### config.mk
export PLATFORM = sky130hd
export DESIGN_NAME = sq_voice_top
export DESIGN_NICKNAME = d
export VERILOG_FILES = /design/src/rtl/sq_pkg.sv /design/src/rtl/sq_regfile.sv /design/src/rtl/sq_timer.sv /design/src/rtl/sq_seq.sv /design/src/rtl/sq_voice_top.sv
export SDC_FILE = /design/constraint.sdc
export NUM_CORES = 1
export LEC_CHECK = 0
export ABC_AREA = 1
export CAP_MARGIN = 0
export CORE_MARGIN = 4
export CORE_UTILIZATION = 28
export CTS_BUF_LIST = sky130_fd_sc_hd__clkbuf_8 sky130_fd_sc_hd__clkbuf_16
export CTS_CLUSTER_DIAMETER = 50
export DETAILED_ROUTE_END_ITERATION = 16
export DONT_BUFFER_PORTS = 1
export PLACE_DENSITY = 0.52
export RECOVER_POWER = 100
export SKIP_LAST_GASP = 1
export SYNTH_ARGS = -nofsm -noshare
export SYNTH_HDL_FRONTEND = slang
export SYNTH_SLANG_ARGS = --single-unit
export TNS_END_PERCENT = 30
### constraint.sdc
create_clock -name clk -period 5 [get_ports clk]
set_input_delay 0.5 -clock clk [delete_from_list [all_inputs] [get_ports clk]]
set_output_delay 0.5 -clock clk [all_outputs]
set_load 0.02 [all_outputs]
### src/rtl/sq_pkg.sv
package sq_pkg;
  localparam int PER_W   = 11;
  localparam int SEQ_LEN = 8;
  localparam int POS_W   = $clog2(SEQ_LEN);
  localparam int MIN_PER = 8;

  localparam logic [1:0] IDX_CTRL  = 2'd0;
  localparam logic [1:0] IDX_PLOW  = 2'd2;
  localparam logic [1:0] IDX_PHIGH = 2'd3;

  typedef logic [1:0] duty_t;

  // bit p of each mask is the pattern value at sequence position p
  function automatic logic pattern_bit(input duty_t duty, input logic [POS_W-1:0] pos);
    logic [SEQ_LEN-1:0] mask;
    case (duty)
      2'd0:    mask = 8'h02;
      2'd1:    mask = 8'h06;
      2'd2:    mask = 8'h1E;
      default: mask = 8'hF9;
    endcase
    return mask[pos];
  endfunction
endpackage

### src/rtl/sq_regfile.sv
module sq_regfile
  import sq_pkg::*;
#(
  parameter int DATA_W = 8,
  parameter int ADDR_W = 2
) (
  input  logic              clk,
  input  logic              rst,
  input  logic              wr_en,
  input  logic [ADDR_W-1:0] wr_addr,
  input  logic [DATA_W-1:0] wr_data,
  output duty_t             duty_d,
  output logic [PER_W-1:0]  period_d,
  output logic [PER_W-1:0]  period_q,
  output logic              hi_wr
);
  localparam int LO_W = 8;
  localparam int HI_W = PER_W - LO_W;

  duty_t duty_q;

  always_comb begin
    duty_d   = duty_q;
    period_d = period_q;
    hi_wr    = 1'b0;
    if (wr_en) begin
      case (wr_addr)
        ADDR_W'(IDX_CTRL):  duty_d = wr_data[DATA_W-1 -: 2];
        ADDR_W'(IDX_PLOW):  period_d[LO_W-1:0] = wr_data[LO_W-1:0];
        ADDR_W'(IDX_PHIGH): begin
          period_d[PER_W-1:LO_W] = wr_data[HI_W-1:0];
          hi_wr = 1'b1;
        end
        default: ;
      endcase
    end
  end

  always_ff @(posedge clk) begin
    if (rst) begin
      duty_q   <= '0;
      period_q <= '0;
    end else begin
      duty_q   <= duty_d;
      period_q <= period_d;
    end
  end
endmodule

### src/rtl/sq_timer.sv
module sq_timer
  import sq_pkg::*;
(
  input  logic             clk,
  input  logic             rst,
  input  logic [PER_W-1:0] period_q,
  output logic             step
);
  logic             tick_q;
  logic [PER_W-1:0] cnt_q;

  assign step = tick_q && (cnt_q == '0);

  always_ff @(posedge clk) begin
    if (rst) begin
      tick_q <= 1'b0;
      cnt_q  <= '0;
    end else begin
      tick_q <= ~tick_q;
      if (tick_q) begin
        if (cnt_q == '0) cnt_q <= period_q;
        else             cnt_q <= cnt_q - 1'b1;
      end
    end
  end
endmodule

### src/rtl/sq_seq.sv
module sq_seq
  import sq_pkg::*;
(
  input  logic             clk,
  input  logic             rst,
  input  logic             step,
  input  logic             restart,
  output logic [POS_W-1:0] pos_d,
  output logic [POS_W-1:0] pos_q
);
  always_comb begin
    if (restart)   pos_d = '0;
    else if (step) pos_d = pos_q - 1'b1;
    else           pos_d = pos_q;
  end

  always_ff @(posedge clk) begin
    if (rst) pos_q <= '0;
    else     pos_q <= pos_d;
  end
endmodule

### src/rtl/sq_voice_top.sv
module sq_voice_top
  import sq_pkg::*;
#(
  parameter int DATA_W = 8,
  parameter int ADDR_W = 2,
  parameter int VOL_W  = 4
) (
  input  logic              clk,
  input  logic              rst,
  input  logic              wr_en,
  input  logic [ADDR_W-1:0] wr_addr,
  input  logic [DATA_W-1:0] wr_data,
  input  logic [VOL_W-1:0]  vol_in,
  input  logic              sweep_mute,
  input  logic              len_zero,
  output logic              env_restart,
  output logic [VOL_W-1:0]  level_out
);
  duty_t            duty_d;
  logic [PER_W-1:0] period_d, period_q;
  logic             hi_wr, seq_step;
  logic [POS_W-1:0] pos_d, pos_q;
  logic             audible;

  sq_regfile #(.DATA_W(DATA_W), .ADDR_W(ADDR_W)) u_regs (
    .clk(clk), .rst(rst), .wr_en(wr_en), .wr_addr(wr_addr), .wr_data(wr_data),
    .duty_d(duty_d), .period_d(period_d), .period_q(period_q), .hi_wr(hi_wr)
  );

  sq_timer u_timer (
    .clk(clk), .rst(rst), .period_q(period_q), .step(seq_step)
  );

  sq_seq u_seq (
    .clk(clk), .rst(rst), .step(seq_step), .restart(hi_wr),
    .pos_d(pos_d), .pos_q(pos_q)
  );

  // gate on next-state values so the output moves on the same edge as the state
  assign audible = pattern_bit(duty_d, pos_d) && !sweep_mute && !len_zero &&
                   (period_d >= PER_W'(MIN_PER));

  always_ff @(posedge clk) begin
    if (rst) begin
      level_out   <= '0;
      env_restart <= 1'b0;
    end else begin
      level_out   <= audible ? vol_in : '0;
      env_restart <= hi_wr;
    end
  end
endmodule

Word-level counts from Yosys, hierarchy flattened
Index checks and enable logic that the tools add are counted.

word-level totals
  ROM bits = 0
  word-level logic and storage cells = 40
  RAM bits = 0
  bits of input ports = 19
  bits in registers = 33
  bits in latches = 0
  memories kept = 0
  output and inout port bits = 5

operators by class
  bitwise logic cells = 2
  $add $sub $neg = 2
  reduce and logical (&&, ||, !) cells = 10
  shift-type cells = 0
  multiply operators = 0
  eq/ne operators = 4
  divide/modulo/power cells = 0
  mux-type cells = 13
  magnitude comparators = 2

operators with widths
  operator                                              count
  one-hot mux 8 bit (3 select lines)                    1
  two-way mux 11 bit                                    2
  >= comparator 11 x 4 -> 1 bit, second input constant  1
  logical NOT 11 bit                                    1
  subtractor 11 x 1 -> 11 bit, second input constant    1
  two-way mux 3 bit                                     3
  two-way mux 8 bit                                     1
  == test 2 bit, second input constant                  3
  logical AND 1 bit                                     4
  logical NOT 2 bit                                     2
  < comparator 3 x 4 -> 1 bit, second input constant    1
  two-way mux 2 bit                                     2
  binary-select mux 1 bit (select 3 bit)                1
  two-way mux 1 bit                                     3
  subtractor 3 x 1 -> 3 bit, second input constant      1
  == test 2 x 1 -> 1 bit, second input constant         1
  logical NOT 1 bit                                     2
  NOT 1 bit                                             2
  OR reduction 2 bit                                    1

Logic depth before layout (Yosys ltp)
Gate-level depths: netlist of run 1.

  depth in word-level cells = 12
  mapped depth = 15
  gate-level depth less buffers = 15

Hierarchy
From an unflattened synthesis of run 1, not the netlist that was laid out.

second synthesis, totals
  cells, all modules = 316
  area total of the unflattened synthesis = 2,019.4 um2

modules (own cells, without submodules)
  module        sequential area each (um2)  cells each  area an instance (um2)  instances
  sq_timer      240.2                       140         903.4                   1
  sq_regfile    260.2                       104         634.4                   1
  sq_voice_top  100.1                       48          321.6                   1
  sq_seq        60.1                        24          160.2                   1

Least setup slack after synthesis of run 1
Ideal clock, no wire load.

  path kind = in2reg
  start = input port wr_addr[1]
  end = register level_out[0]
  data arrival time = 2,054 ps
  buffers on the path = 0
  stages = 12
  data required time = 4,889 ps
  slack = 2,834 ps
  cells stage by stage = nor3_1 > inv_1 > o21ai_0 > inv_1 > ha_1 > or2_2 > nand4_1 > nand3_1 > nand2_1 > nand2_1 > nand2_2 > nor2_1

between the ends
  word-level cells in the longest chain between the ends = 12

RTL lines
  item                                         line                text
  from (decl)                                  sq_voice_top.sv:11  input logic [ADDR_W-1:0] wr_addr,
  logical NOT 2 bit (*)                        sq_regfile.sv:27    case (wr_addr)
  two-way mux 2 bit (*)                        sq_regfile.sv:27
  two-way mux 2 bit (*)                        sq_regfile.sv:26    if (wr_en) begin
  named net duty_d[0]                          sq_voice_top.sv:19  duty_t duty_d;
  == test 2 bit, or another cell as far along  sq_pkg.sv:16        case (duty)
  one-hot mux 8 bit (3 select lines) (*)       sq_pkg.sv:16
  binary-select mux 1 bit (select 3 bit) (*)   sq_pkg.sv:22        return mask[pos];
  two-way mux 1 bit (implied by the code) (*)  sq_pkg.sv:22
  logical AND 1 bit (*) (3 in series)          sq_voice_top.sv:40  assign audible = pattern_bit(duty_d, pos_d) && !sweep_mute && !len_zero &&
  NOT 1 bit (no source line) (*)               -
  OR reduction 2 bit (no source line) (*)      -
  to (signal assigned)                         sq_voice_top.sv:48  level_out <= audible ? vol_in : '0;
  to (decl)                                    sq_voice_top.sv:17  output logic [VOL_W-1:0] level_out

Mark *: on every way through the listed nets, which the timed path passes. The rest lies on a longest branch. The select of a mux whose other input is x is not followed.
A chain may end at the register's enable or synchronous reset.

Final worst setup path of run 1
  start = register u_timer.cnt_q[0]
  end = register level_out[0]

between the ends
  word-level cells in the longest chain between the ends = 11

RTL lines
  item                                     line                text
  from (decl)                              sq_timer.sv:10      logic [PER_W-1:0] cnt_q;
  from (signal assigned)                   sq_timer.sv:21      if (cnt_q == '0) cnt_q <= period_q;
  from (signal assigned)                   sq_timer.sv:22      else cnt_q <= cnt_q - 1'b1;
  logical NOT 11 bit                       sq_timer.sv:12      assign step = tick_q && (cnt_q == '0);
  logical AND 1 bit                        sq_timer.sv:12
  two-way mux 3 bit                        sq_seq.sv:13        else if (step) pos_d = pos_q - 1'b1;
  two-way mux 3 bit                        sq_seq.sv:12        if (restart) pos_d = '0;
  binary-select mux 1 bit (select 3 bit)   sq_pkg.sv:22
  two-way mux 1 bit (implied by the code)  sq_pkg.sv:22
  logical AND 1 bit (3 in series)          sq_voice_top.sv:40
  NOT 1 bit (no source line)               -
  OR reduction 2 bit (no source line)      -

No other way between the ends. The select of a mux whose other input is x is not followed.

==> impl_metrics.toml, run 1 <==
[power]
switching_power_mw = 0.459
power_leakage_nw = 0.833
p_int_mw = 0.655
power_frac_comb = 0.448
ir_drop_mv = 0.218
power_mw = 1.11
cellPowerDensity_nw_per_um2 = 605
seqPwrFrac = 0.319
switching_share = 0.412
pwr-share-clk = 0.232

[floorplan]
io_pins = 24
rows = 28
die_w_um = 86.2
start_util = 0.290
core_um2 = 5920
die_area_um2 = 7440
die_h_um = 86.2

[clock_tree]
hold_buffers = 0
cts_max_path_buffers = 2
cts_tree = "done"
root_buffer = "clkbuf_8"
clk_latency_ns = 0.29
cts_max_level = 2
cts.sinks = 33
cts-resized-gates = 0
clk_pin_slew_ns = 0.07
post_cts_buffers = 0
cts_buffers = 5

[sta]
fin_crit_ns = 2.42
rsz0062_at_grt = "no"
max_freq_mhz = 413
worst_slew_pin_slew_ns = 0.659
hold_viol = 0
tns_ns = 0
fin_worst_skew_ns = 0.00368
setup_violations = 0
fin_crit_sh = 0.484
max_slew_margin = 0.559
maxSlewViolCount = 0

[worst_setup_path]
crit_start = "u_timer.cnt_q[0]$_SDFFE_PP0P_"
r2r_start = "u_timer.cnt_q[0]$_SDFFE_PP0P_"
ff2ff_setup_slack_ns = 2.58
cp_data_required_time_ns = 5.18
critPathKind = "flop to flop"
reg2reg_depth = 15
rr_endpoint = "level_out[0]$_SDFF_PP0_"
cp-end-kind = "flop"
cp-start-kind = "flop"
arrival_ns = 2.60
cp_max_fo = 8

[global_routing]
grt_overflow = 0
first_global_vias = 1382
grt_pass1_wl_mm = 6.59
grt_usage = 0.115
grt_start_max_net_pins = 27
antenna_found_initial = 0

[place]
dp_hpwl_mm = 2.80
place.gp.congestion = 0.801
numPortBuffers = 0

[final_layout]
nFillCells = 666
register_area_um2 = 661
post-route-util = 0.311
multi_input_area_um2 = 867
fin_nets = 255
area_growth_syn_to_layout_pct = 7.52
antenna_cells = 0
final_layout_size_suffix_gt1_frac = 0.0819

[drt]
vias = 1387
wl_mm = 3.78
vias_per_cell = 4.52
wl_per_cell_um = 12.3
drt_iter0_markers = 61
drc_errors = 0
dr.pass1.iters = 4
ant_nets = 0

[synth]
synth_edf_count = 0
ys_types = 34
syn_area_per_cell_um2 = 7.49
ys_seq_elements = 33
synth-seq-area-share = 0.385
yosys_warnings = 0
synth_flop_cell = "dfxtp_1"
synthCells = 229
synth_area_um2 = 1710
synth_fp_nets = 253
synthArstFlopShare = 0

[min_path]
min_to = "u_regs.period_q[5]$_SDFF_PP0_"
hp-start = "rst"
hold-path-cell-count = 1
hold_class = "input pin to flop"

[status]
outcome = "finished, final reports clean"

[job]
cap_violations = 0
-- flip-flops by register name, summed over array words and instances (netlist names) --
name             cells
u_seq.pos_q          3
u_regs.period_q     11
u_regs.duty_q        2
level_out            4
u_timer.cnt_q       11
u_timer.tick_q       1
env_restart          1
-- critical path, cell delays in order, from the launching register on --
cell	delay [ns]
dfxtp_1	0.32
inv_1	0.14
ha_1	0.19
inv_1	0.04
nor2_1	0.20
nand3_4	0.08
nor2_1	0.52
nand2_2	0.10
nand2_1	0.13
nand3_1	0.14
nand2_1	0.11
nand3_1	0.06
nand2_1	0.07
nand2_1	0.04
nand2_1	0.12
nor2_1	0.06
-- layer usage --
metal  vias up  global-route usage  share of wire  wire length (um)
met1       607               0.146           0.48              1800
met4         0              0.0595          0.027               103
met3         7              0.0361          0.038               144
met5         -                   0              0                 0
li1        746                   -              -                 -
met2        27               0.173           0.46              1730
-- synthesized netlist by cell type, drive strengths merged (4+ instances only) --
cell / n / share of area
a21oi: 5 / 0.017
clkbuf: 4 / 0.015
dfxtp: 33 / 0.39
ha: 5 / 0.036
inv: 28 / 0.061
nand2: 41 / 0.099
nand3: 14 / 0.057
nand4: 6 / 0.026
nor2: 41 / 0.12
nor3: 6 / 0.018
o211ai: 5 / 0.022
o21ai: 22 / 0.064
or2: 6 / 0.022
xor2: 5 / 0.026
-- logic make-up (layout without fill, tap and decap cells) --
logic type	after synthesis	count (layout)	synth area share
buffers and inverters	33	36	0.0825
and+or+nand+nor	116	116	0.344
DFF	33	33	0.385
xor gates and xnor gates	6	6	0.0307
AOI/OAI and AO/OA	36	36	0.121
adders and majority gates	5	5	0.0365
-- per-stage QoR --
step                      worst slack [ns]  instances  instance area (um2)  hold WS (ns)
after floorplan                       2.83        229                 1710         0.465
after global placement                2.68        299                 1770         0.486
after detailed placement              2.58        299                 1770         0.486
after CTS                             2.90        307                 1890         0.268
after global routing                  2.21        307                 1840         0.265
final                                 2.58        307                 1840         0.281
-- layout by cell type, fill, tap and decap left out, drive strengths merged --
cell type	count
a211oi	1
a21oi	5
a32o	1
and3	1
bufinv	1
clkbuf	6
dfxtp	33
ha	5
inv	29
nand2	41
nand3	14
nand3b	1
nand4	6
nor2	41
nor3	6
o211ai	5
o21ai	22
o22ai	1
o31ai	1
or2	6
xnor2	1
xor2	5
-- power groups by stage --
| stage | logic, mW | clock network, mW | registers (mW) |
|---|---|---|---|
| 3_3_place_gp | 0.552 | 0 | 0.362 |
| 6_report | 0.500 | 0.259 | 0.356 |
| 2_1_floorplan | 0.463 | 0 | 0.351 |
| 4_1_cts | 0.553 | 0.266 | 0.357 |
| 3_5_place_dp | 0.552 | 0 | 0.362 |
| 5_1_grt | 0.584 | 0.279 | 0.363 |
-- area by class of cell --
| type | count | share of cell area |
|---|---|---|
| Clock inverter | 2 | 0.0183 |
| Multi-Input combinational cell | 163 | 0.470 |
| Tap cell | 75 | 0.0509 |
| Inverter | 28 | 0.0570 |
| Sequential cell | 33 | 0.358 |
| Clock buffer | 6 | 0.0448 |
-- worst max path at each step --
stage,endpoint,cells past startpoint
after floorplan,level_out[0]$_SDFF_PP0_,12
after global placement,level_out[1]$_SDFF_PP0_,12
after detailed placement,level_out[0]$_SDFF_PP0_,12
after CTS,level_out[0]$_SDFF_PP0_,12
after global routing,level_out[0]$_SDFF_PP0_,15
final,level_out[0]$_SDFF_PP0_,15
No activity file was read; power rests on OpenSTA's default activity.
==> run 2: changes to the inputs <==
ABC_AREA = 0   (was 1)
PLACE_DENSITY = 0.54   (was 0.52)
clock period = 2.1 ns   (was 5 ns; I/O delays follow)
==> impl_metrics.toml, run 2 <==
[global_routing]
grt_start_max_net_pins = 28
grt_overflow = 0
antenna_found_initial = 0
grt_usage = 0.118
grt_pass1_wl_mm = 6.89
first_global_vias = 1458

[synth]
ys_top_cells_by_count = "33 x dfxtp_1, 28 x nor2_1, 21 x nand2_1"
synthCells = 194
synth_top_area_share = 0.399
synth_edf_count = 0
synth-seq-area-share = 0.399
yosysTopAreaCell = "dfxtp_1"
synth_area_um2 = 1650
yosys-top-cells-area = "dfxtp_1 40%, mux2i_1 7.3%, nor2_1 6.4%"
synth_fp_nets = 218
ys_types = 39
yosys_warnings = 0
synthMostInstantiatedCell = "dfxtp_1"
syn_area_per_cell_um2 = 8.53
synthArstFlopShare = 0
synth_flop_cell = "dfxtp_1"
ys_seq_elements = 33

[sta]
hold_viol = 0
maxSlewViolCount = 0
worst_slack_ns = -0.109
rsz0062_at_grt = "yes"
tns_ns = -0.390
setup_violations = 4
timing.hold.ws_ns = 0.0581
fin_worst_skew_ns = 0.00865
worst_slew_pin_slew_ns = 1.07
fin_crit_sh = 1.05
max_freq_mhz = 453
max_slew_margin = 0.285
fin_crit_ns = 2.21

[worst_setup_path]
reg2reg_depth = 9
r2r_start = "u_timer.cnt_q[0]$_SDFFE_PP0P_"
cp-start-kind = "flop"
arrival_ns = 2.37
slowest_stage = "or4_4"
ff2ff_setup_slack_ns = -0.11
cp_max_fo = 4
cp-end-kind = "flop"
crit_start = "u_timer.cnt_q[0]$_SDFFE_PP0P_"
worstPathCellList = "inv_2, ha_4, nor4b_4, buf_4, nand4_4, mux2i_4, or4_4, a41oi_4, nor3b_2"
critPathKind = "flop to flop"
cp_slowest_stage_delay_ns = 0.44
cp_data_required_time_ns = 2.26
rr_endpoint = "level_out[3]$_SDFF_PP0_"

[final_layout]
fin_area_um2 = 2100
antenna_cells = 0
area_growth_syn_to_layout_pct = 26.8
post-route-util = 0.374
fin_nets = 242
final_layout_size_suffix_gt1_frac = 0.219
reg_top3 = "u_regs.period_q (11), u_timer.cnt_q (11), level_out (4)"
layout_commonest_cell = "dfxtp_1"
layout_common_cells = "31 x dfxtp_1, 28 x nor2_1, 23 x buf_4"
nFillCells = 595

[drt]
dr.pass1.iters = 4
vias_per_cell = 4.99
wl_mm = 4.12
ant_nets = 0
drt_iter0_markers = 81
vias = 1453
drc_errors = 0
wl_per_cell_um = 14.2

[place]
dpl-instance-area_um2 = 1850
place.gp.congestion = 0.755
numPortBuffers = 0
dp_hpwl_mm = 2.89

[clock_tree]
cts_max_path_buffers = 2
root_buffer = "clkbuf_8"
cts.sinks = 33
cts_buffers = 5
cts_tree = "done"
cts_max_level = 2
clk_pin_slew_ns = 0.07
clk_latency_ns = 0.28

[floorplan]
rows = 27
core_um2 = 5610
start_util = 0.295
die_w_um = 84.9
die_area_um2 = 7200
die_h_um = 84.9
io_pins = 24

[job]
cap_violations = 0

[min_path]
hold_class = "input pin to flop"
min_to = "u_regs.period_q[9]$_SDFF_PP0_"
hp-start = "wr_data[1]"
hold-path-cell-count = 2

[status]
violations = "negative setup slack"
outcome = "finished with violations"

[power]
cellPowerDensity_nw_per_um2 = 1620
ir_drop_mv = 0.564
power_leakage_nw = 0.873
## run 2: cell types whose count changed after synthesis, moves of 4 or more
cell | before | now
a21oi_1 | 4 | 8
nor3b_1 | 0 | 7
o21ai_0 | 22 | 10
inv_1 | 27 | 10
nand3_1 | 10 | 3
nor3_1 | 6 | 10
nand2_1 | 37 | 21
nor2_1 | 35 | 28
xor2_1 | 5 | 1
clkbuf_1 | 3 | 8
mux2i_1 | 0 | 12
## run 2: power by group
group | switching (mW) | total (mW) | leakage, nW | internal [mW]
Clock | 0.228 | 0.610 | 0.0626 | 0.382
Combinational | 0.983 | 1.91 | 0.540 | 0.924
Sequential | 0.125 | 0.880 | 0.270 | 0.755
Total | 1.34 | 3.40 | 0.873 | 2.06
## run 2: worst max-delay path by stage
stage,to,cells after the start
after floorplan,level_out[0]$_SDFF_PP0_,8
after global placement,level_out[2]$_SDFF_PP0_,7
after detailed placement,level_out[1]$_SDFF_PP0_,8
after CTS,level_out[1]$_SDFF_PP0_,8
after global routing,level_out[3]$_SDFF_PP0_,9
final,level_out[3]$_SDFF_PP0_,9
## run 2: kinds of logic (layout without fill, tap and decap cells)
kind of cell	Yosys count	count (layout)	share of synthesized area
compound gates	37	37	0.152
flops	33	33	0.399
mux	14	14	0.0877
fa+ha+maj	5	5	0.0378
buf+inv	18	43	0.0409
simple gates	86	86	0.277
xor+xnor	1	1	0.00530
## run 2: what timing repair did
item / in CTS / in global routing
buffers inserted: 0 / 5
setup endpoints to repair: 4 / 7
cloned: 0 / 0
gates resized for setup: 0 / 16
hold buffers: 1 / 1
endpoints found under the hold margin: 27 / 2
pin swaps: 0 / 7
## run 2: through the flow
step	total power, mW	setup slack [ns]	std cells
2_1_floorplan	2.00	0.0369	194
3_3_place_gp	2.50	0.0198	276
3_5_place_dp	2.50	-0.0381	276
4_1_cts	3.15	-0.0383	285
5_1_grt	3.68	-0.206	291
6_report	3.40	-0.109	291
## run 2: metal layers
layer  track usage  share of wire  up-vias  wire [um]
li1              -              -      740          -
met3        0.0447          0.064        2        265
met2         0.186           0.47       34       1920
met4        0.0302         0.0041        0         17
met1         0.153           0.47      677       1920
met5             0              0        -          0
## run 2: cell type report
cell class                 instances  area [um2]  share of cell area
multi-input combinational        143         997               0.476
inverter                          10        37.5              0.0179
sequential                        33         663               0.316
tap                               72        90.1              0.0430
clock inverter                     2        33.8              0.0161
clock buffer                       6        82.6              0.0394
timing repair buffer              25         193              0.0919
## run 2: critical path, delay by kind of cell (launching register included)
| kind | cells | cell delay [ns] |
|---|---|---|
| buf+inv | 2 | 0.25 |
| flops | 1 | 0.32 |
| compound gates | 1 | 0.31 |
| fa+ha+maj | 1 | 0.12 |
| simple gates | 4 | 0.86 |
| mux | 1 | 0.23 |
==> run 3: changes to the inputs <==
CTS_BUF_LIST = sky130_fd_sc_hd__clkbuf_16   (was sky130_fd_sc_hd__clkbuf_8 sky130_fd_sc_hd__clkbuf_16)
SETUP_SLACK_MARGIN = 0.15   (was unset)
SKIP_CTS_REPAIR_TIMING = 1   (was unset)
==> impl_metrics.toml, run 3 (same netlist as run 2, synthesis figures left out) <==
[status]
outcome = "finished with violations"
violations = "negative hold slack"

[sta]
fin_crit_sh = 0.982
fin_crit_ns = 2.06
fin_worst_skew_ns = 0.00379
maxSlewViolCount = 0
rsz0062_at_grt = "yes"
max_freq_mhz = 485
timing.hold.ws_ns = -0.000650
hold_viol = 1
worst_slew_pin_slew_ns = 0.395
setup_violations = 0
max_slew_margin = 0.737

[min_path]
hold_class = "input pin to flop"
hold-path-cell-count = 1
hp-start = "rst"
min_to = "u_regs.duty_q[0]$_SDFF_PP0_"

[place]
dp_hpwl_mm = 2.85
numPortBuffers = 0
place.gp.congestion = 0.761

[power]
seqPwrFrac = 0.265
power_frac_comb = 0.487
power_mw = 3.32
switching_power_mw = 1.25
ir_drop_mv = 0.545
switching_share = 0.377
cellPowerDensity_nw_per_um2 = 1610
power_leakage_nw = 0.863
p_int_mw = 2.07
pwr-share-clk = 0.248

[floorplan]
rows = 27
die_area_um2 = 7200
io_pins = 24
die_h_um = 84.9
start_util = 0.295
core_um2 = 5610
die_w_um = 84.9

[drt]
vias = 1450
vias_per_cell = 5.03
routed-wl-met2_mm = 1.81
wl_mm = 4.02
dr.pass1.iters = 4
highest_layer = "met4"
wl_met3_um = 247
wl_per_cell_um = 14.0
ant_nets = 0
drc_errors = 0
m1WireLength_mm = 1.91
drt_iter0_markers = 58

[global_routing]
grt_start_max_net_pins = 31
antenna_found_initial = 0
first_global_vias = 1394
grt_pass1_wl_mm = 6.60
grt_overflow = 0
grt_usage = 0.113

[clock_tree]
cts.sinks = 33
clk_pin_slew_ns = 0.05
cts_max_level = 2
root_buffer = "clkbuf_16"
cts_buffers = 5
cts_max_path_buffers = 2
clk_latency_ns = 0.28
cts_tree = "done"

[worst_setup_path]
reg2reg_depth = 8
cp-end-kind = "flop"
cp-start-kind = "flop"
arrival_ns = 2.22
cp_data_required_time_ns = 2.26
r2r_start = "u_timer.cnt_q[1]$_SDFFE_PP0P_"
cp_max_fo = 4
critPathKind = "flop to flop"
rr_endpoint = "level_out[2]$_SDFF_PP0_"
crit_start = "u_timer.cnt_q[1]$_SDFFE_PP0P_"
ff2ff_setup_slack_ns = 0.04

[final_layout]
layout_common_cells = "31 x dfxtp_1, 28 x nor2_1, 21 x nand2_1"
area_growth_syn_to_layout_pct = 24.7
post-route-util = 0.368
final_layout_size_suffix_gt1_frac = 0.153
antenna_cells = 0
layout_commonest_cell = "dfxtp_1"
fin_nets = 239
nFillCells = 621
reg_top3 = "u_regs.period_q (11), u_timer.cnt_q (11), level_out (4)"
multi_input_area_um2 = 938
register_area_um2 = 663

[job]
cap_violations = 0
run 3: changes by cell type in the layout (fill, tap and decap cells not counted), moves of 4 or more:
| cell | before | now |
|---|---|---|
| buf_4 | 23 | 16 |
| clkbuf_16 | 0 | 5 |
| clkbuf_8 | 6 | 0 |
| nor3b_1 | 3 | 7 |
| nor3b_2 | 4 | 0 |
run 3: area by class of cell:
type | count | share of cell area
clock buffers | 5 | 0.0606
repair buffers | 22 | 0.0813
well taps | 72 | 0.0437
flip-flops and latches | 33 | 0.321
multi-input cells | 143 | 0.455
inverters | 10 | 0.0182
clock inverters | 3 | 0.0200
run 3: metal layers:
metal  vias to the layer above  global-route usage
li1                        738                   -
met1                       673               0.151
met2                        33               0.168
met4                         0              0.0374
met3                         6              0.0427
met5                         -                   0
run 3: worst max-delay path by stage:
| stage | end | slack, ns | cells after the start |
|---|---|---|---|
| global route | level_out[3]$_SDFF_PP0_ | -0.08 | 8 |
| detailed placement | level_out[3]$_SDFF_PP0_ | 0.01 | 8 |
| floorplan | level_out[0]$_SDFF_PP0_ | 0.09 | 8 |
| global placement | level_out[2]$_SDFF_PP0_ | 0.05 | 8 |
| CTS | level_out[3]$_SDFF_PP0_ | 0.00008 | 8 |
| finish | level_out[2]$_SDFF_PP0_ | 0.04 | 8 |
run 3: through the flow:
step	instance area [um2]	TNS (ns)	cells	setup WS [ns]
after floorplan	1670	0	194	0.0897
after global placement	1860	0	275	0.0458
after detailed placement	1860	0	275	0.0141
after CTS	2020	0	283	0.0000813
after global routing	2060	-0.404	288	-0.0818
final	2060	0	288	0.0386
run 3: critical path, stage by stage, from the launching register on:
cell,delay [ns]
dfxtp_2,0.32
inv_2,0.07
ha_4,0.12
nor4b_4,0.27
nand4_1,0.16
mux2i_1,0.19
or4_1,0.51
a41oi_2,0.23
nor3b_1,0.08
run 3: power by group through the flow:
stage | sequential [mW] | combinational [mW] | clock (mW)
3_5_place_dp | 0.892 | 1.60 | 0
3_3_place_gp | 0.888 | 1.59 | 0
5_1_grt | 0.899 | 1.84 | 0.875
2_1_floorplan | 0.896 | 1.12 | 0
4_1_cts | 0.881 | 1.61 | 0.841
6_report | 0.881 | 1.61 | 0.822
